$ cat src/rtl/ezd_sat_accum.sv
module ezd_sat_accum #(
  parameter int BYTE_W = 8,
  parameter int LIMIT  = 8,
  localparam int ZW    = $clog2(BYTE_W + 1),
  localparam int CNT_W = $clog2(LIMIT + 2)
) (
  input  logic             clk_i,
  input  logic             rst_ni,
  input  logic             clr_i,
  input  logic             add_en_i,
  input  logic [ZW-1:0]    add_i,
  output logic [CNT_W-1:0] cnt_o,
  output logic [CNT_W-1:0] cnt_nxt_o
);
  localparam int SW = $clog2(LIMIT + BYTE_W + 2);
  localparam logic [CNT_W-1:0] SAT = CNT_W'(LIMIT + 1);

  logic [CNT_W-1:0] cnt_q;
  logic [SW-1:0]    sum;

  assign sum = SW'(cnt_q) + SW'(add_i);

  // sum beyond limit collapses to SAT, so the register never wraps
  always_comb begin
    if (clr_i)              cnt_nxt_o = '0;
    else if (!add_en_i)     cnt_nxt_o = cnt_q;
    else if (sum > SW'(LIMIT)) cnt_nxt_o = SAT;
    else                    cnt_nxt_o = sum[CNT_W-1:0];
  end

  always_ff @(posedge clk_i or negedge rst_ni) begin
    if (!rst_ni) cnt_q <= '0;
    else         cnt_q <= cnt_nxt_o;
  end

  assign cnt_o = cnt_q;
endmodule

$ cat config.mk
export PLATFORM = sky130hd
export DESIGN_NAME = ezd_sat_accum
export DESIGN_NICKNAME = d
export VERILOG_FILES = /design/src/rtl/ezd_sat_accum.sv
export SDC_FILE = /design/constraint.sdc
export NUM_CORES = 1
export LEC_CHECK = 0
export BUFFER_PORTS_ARGS = -buffer_cell sky130_fd_sc_hd__buf_4
export CAP_MARGIN = 30
export CORE_AREA = 2 2 39 41
export CTS_BUF_LIST = sky130_fd_sc_hd__clkbuf_8
export CTS_CLUSTER_DIAMETER = 60
export DETAILED_ROUTE_END_ITERATION = 10
export DIE_AREA = 0 0 41 43
export MAX_ROUTING_LAYER = met4
export PLACE_DENSITY_LB_ADDON = 0.08
export SLEW_MARGIN = 20
export SYNTH_ARGS = -nofsm -noshare
export SYNTH_HDL_FRONTEND = slang
export SYNTH_SLANG_ARGS = --single-unit
$ cat constraint.sdc
create_clock -name clk_i -period 4.9 [get_ports clk_i]
set_clock_uncertainty 0.2 [all_clocks]
set_input_delay 0.98 -clock clk_i [delete_from_list [all_inputs] [get_ports clk_i]]
set_output_delay 0.98 -clock clk_i [all_outputs]
set_load 0.05 [all_outputs]
==> summary.md <==
| Metric | Value |
|---|---|
| Yosys top cell area share | `28.4%` |
| Critical Path Source Type | `input port` |
| Skew-Pair Late Insertion Delay | `0.22 ns` |
| WHS | `0.351 ns` |
| Buffers & Inverters on Critical Path | `3` |
| Worst Setup SP | `add_i[0]` |
| Fin. Hold Viols | `0` |
| Syn_nets | `51` |
| Initial Util | `25.5%` |
| Area leader, netlist | `dfrtp_1` |
| Sequential share of the synthesized area | `28.4%` |
| Worst path slowest cell | `fa_1` |
| CP max FO | `4` |
| DP HPWL | `740 um` |
| Largest net degree at the start of global routing | `6` |
| Routability cong. | `0.750` |
| Final Slew Violations | `0` |
| DRC Markers | `0` |
| Min cycle time layout | `3.86 ns` |
| Cell mode on critical path | `buf_4` |
| Worst VDD drop | `0.0000822 V` |
| Pwr Total | `179 uW` |
| Site row count | `14` |
| Die span in x | `41 um` |
| Critical path, cell by cell | `buf_4, ha_1, inv_1, fa_1, xor2_1, nand2_1, o211ai_1, a311oi_1, buf_4` |
| Post-synthesis cell area | `353 um2` |
| Finished Layout Cells | `72` |
| Via count | `339` |
| Leak | `0.000268 uW` |
| Vias in the first global route | `359` |
| Ratio of cells with drive above 1 in the final layout | `41.1%` |
| Buffers on Ports | `15` |
| Crit path capture type | `primary output` |
| Wirelength per Cell | `11.9 um` |
| Post-layout util | `38.1%` |
| Period utilization | `78.8%` |
| #FFs+latches synth | `4` |
| # IOs | `16` |
| Peak Freq | `0.259 GHz` |
| CTS Sinks | `4` |
| Critical Path RT | `3.72 ns` |
| Outcome | `complete, no violations` |
| Avg Inst Size Synth | `9.29 um2` |
| 1st-pass router iterations | `2` |
| Initial antenna violation count | `0` |
| First-pass GRT wire length | `1.38 mm` |
| Post-cts resize count | `0` |
| Initial drt markers | `5` |
| Antenna violation net count after detailed routing | `0` |
| CTS tree | `done` |
| Max reg flops | `4` |
| CTS root buffer | `clkbuf_8` |
| YS warnings | `0` |
| Area grow syn2layout | `49.3%` |
| Relative slew slack | `78.6%` |
| Post-Synthesis Cells | `38` |
| TNS Setup | `0 ns` |
| Die footprint | `0.00176 mm2` |
| Gr usage total | `12.1%` |
| CP delay by family, top | `adder cells` |
| Type of the worst setup path | `in2out` |
| Setup bufs post-CTS | `0` |
| Layout Nets | `71` |
| Maxcap violations | `0` |
| Path type of the worst min-delay path | `in2async` |
| TritonCTS Buffers | `3` |
| N_diodes | `0` |
| RSZ-0062 raised after global routing | `no` |
| Overflow after GRT | `0` |
| Core ar. | `0.00138 mm2` |
| P per Cell Area | `341 mW/mm2` |
| Worst slew pin tran | `0.318 ns` |
| Reg2reg start | `cnt_o[0]` |
| Die height | `43 um` |
| DRT Wirelength | `857 um` |
| Via density per instance | `4.71` |
| # hold bufs at CTS | `0` |
| Top post-synthesis cells by area | `dfrtp_1 (28%), ha_1 (14%), nor2_1 (7.4%)` |
| Worst EP arrival | `2.68 ns` |
| Final setup fails | `0` |
| Crit path largest cell delay | `0.46 ns` |
| Placed insts | `69` |
| Cell variety after synth | `21` |
| Clock Path Buffers | `2` |
| Clock Pin Slew Worst Setup and Hold Paths | `0.03 ns` |
| H-tree depth | `1` |
[worst register-to-register path, delay by kind of cell, from the launching register on]
family | cells | cell delay (ns)
fa+ha+maj | 2 | 0.66
compound gates | 2 | 0.39
flops | 1 | 0.37
xor+xnor | 1 | 0.21
simple gates | 1 | 0.08
buf+inv | 1 | 0.06
[cells in the final DEF, fill, tap and decap left out, types with 2 or more instances in the layout]
cell type	instances
buf_4	15
clkbuf_8	3
nor2_1	7
a22o_1	2
dfrtp_1	4
inv_1	5
ha_1	4
[Yosys cell counts, drive strengths merged]
library cell  n
a21oi         1
a22o          2
a311oi        1
dfrtp         4
fa            1
ha            4
inv           6
nand2         1
nand2b        2
nand4         1
nor2          7
nor3          1
nor4b         1
o211ai        2
o21ai         1
o311ai        1
o31ai         1
xor2          1
[through the flow]
step | setup slack (ns) | area (um2)
after global routing | 0.928 | 527
after global placement | 1.05 | 485
after detailed placement | 1.04 | 485
final | 1.04 | 527
after CTS | 1.04 | 527
after floorplan | 0.463 | 353
[cells by family after synthesis]
family	Yosys count	share of synthesized area, %
AOI/OAI and AO/OA	9	23.1
DFF	4	28.4
xor gates and xnor gates	1	2.48
buffers and inverters	6	6.38
and+or+nand+nor	13	19.9
adders and majority gates	5	19.9
[power breakdown]
group	leakage, uW	internal (uW)	switching, uW	total, uW
Sequential	0.0000531	36.3	3.01	39.3
Combinational	0.000194	25.7	45.3	71.0
Clock	0.0000216	52.3	16.8	69.1
Total	0.000268	114	65.1	179
[per-layer routing]
metal | part of all wire, % | track usage, % | vias to the layer above
met3 | 2.8 | 1.57 | 0
met5 | 0 | - | -
met4 | 0 | 10.0 | 0
li1 | - | - | 171
met1 | 45 | 14.5 | 161
met2 | 52 | 17.2 | 7
[path summary, 6_finish.rpt]
check,to,cells after the start,slack [ns]
setup / recovery,cnt_nxt_o[0],9,1.04
hold / removal,cnt_o[1],1,0.35
setup reg to reg,cnt_o[0],7,2.81
hold reg to reg,cnt_o[2],1,0.39
max in group asynchronous,cnt_o[3],1,4.05
min in group clk_i,cnt_o[2],1,0.39
[layout make-up]
type / count / area [um2]
fill: 159 / 857
multi-input combinational: 28 / 230
timing repair buffer: 15 / 113
sequential: 4 / 100
clock buffer: 3 / 41.3
inverter: 6 / 22.5
tap: 16 / 20.0
(Power assumes the default switching activity.)
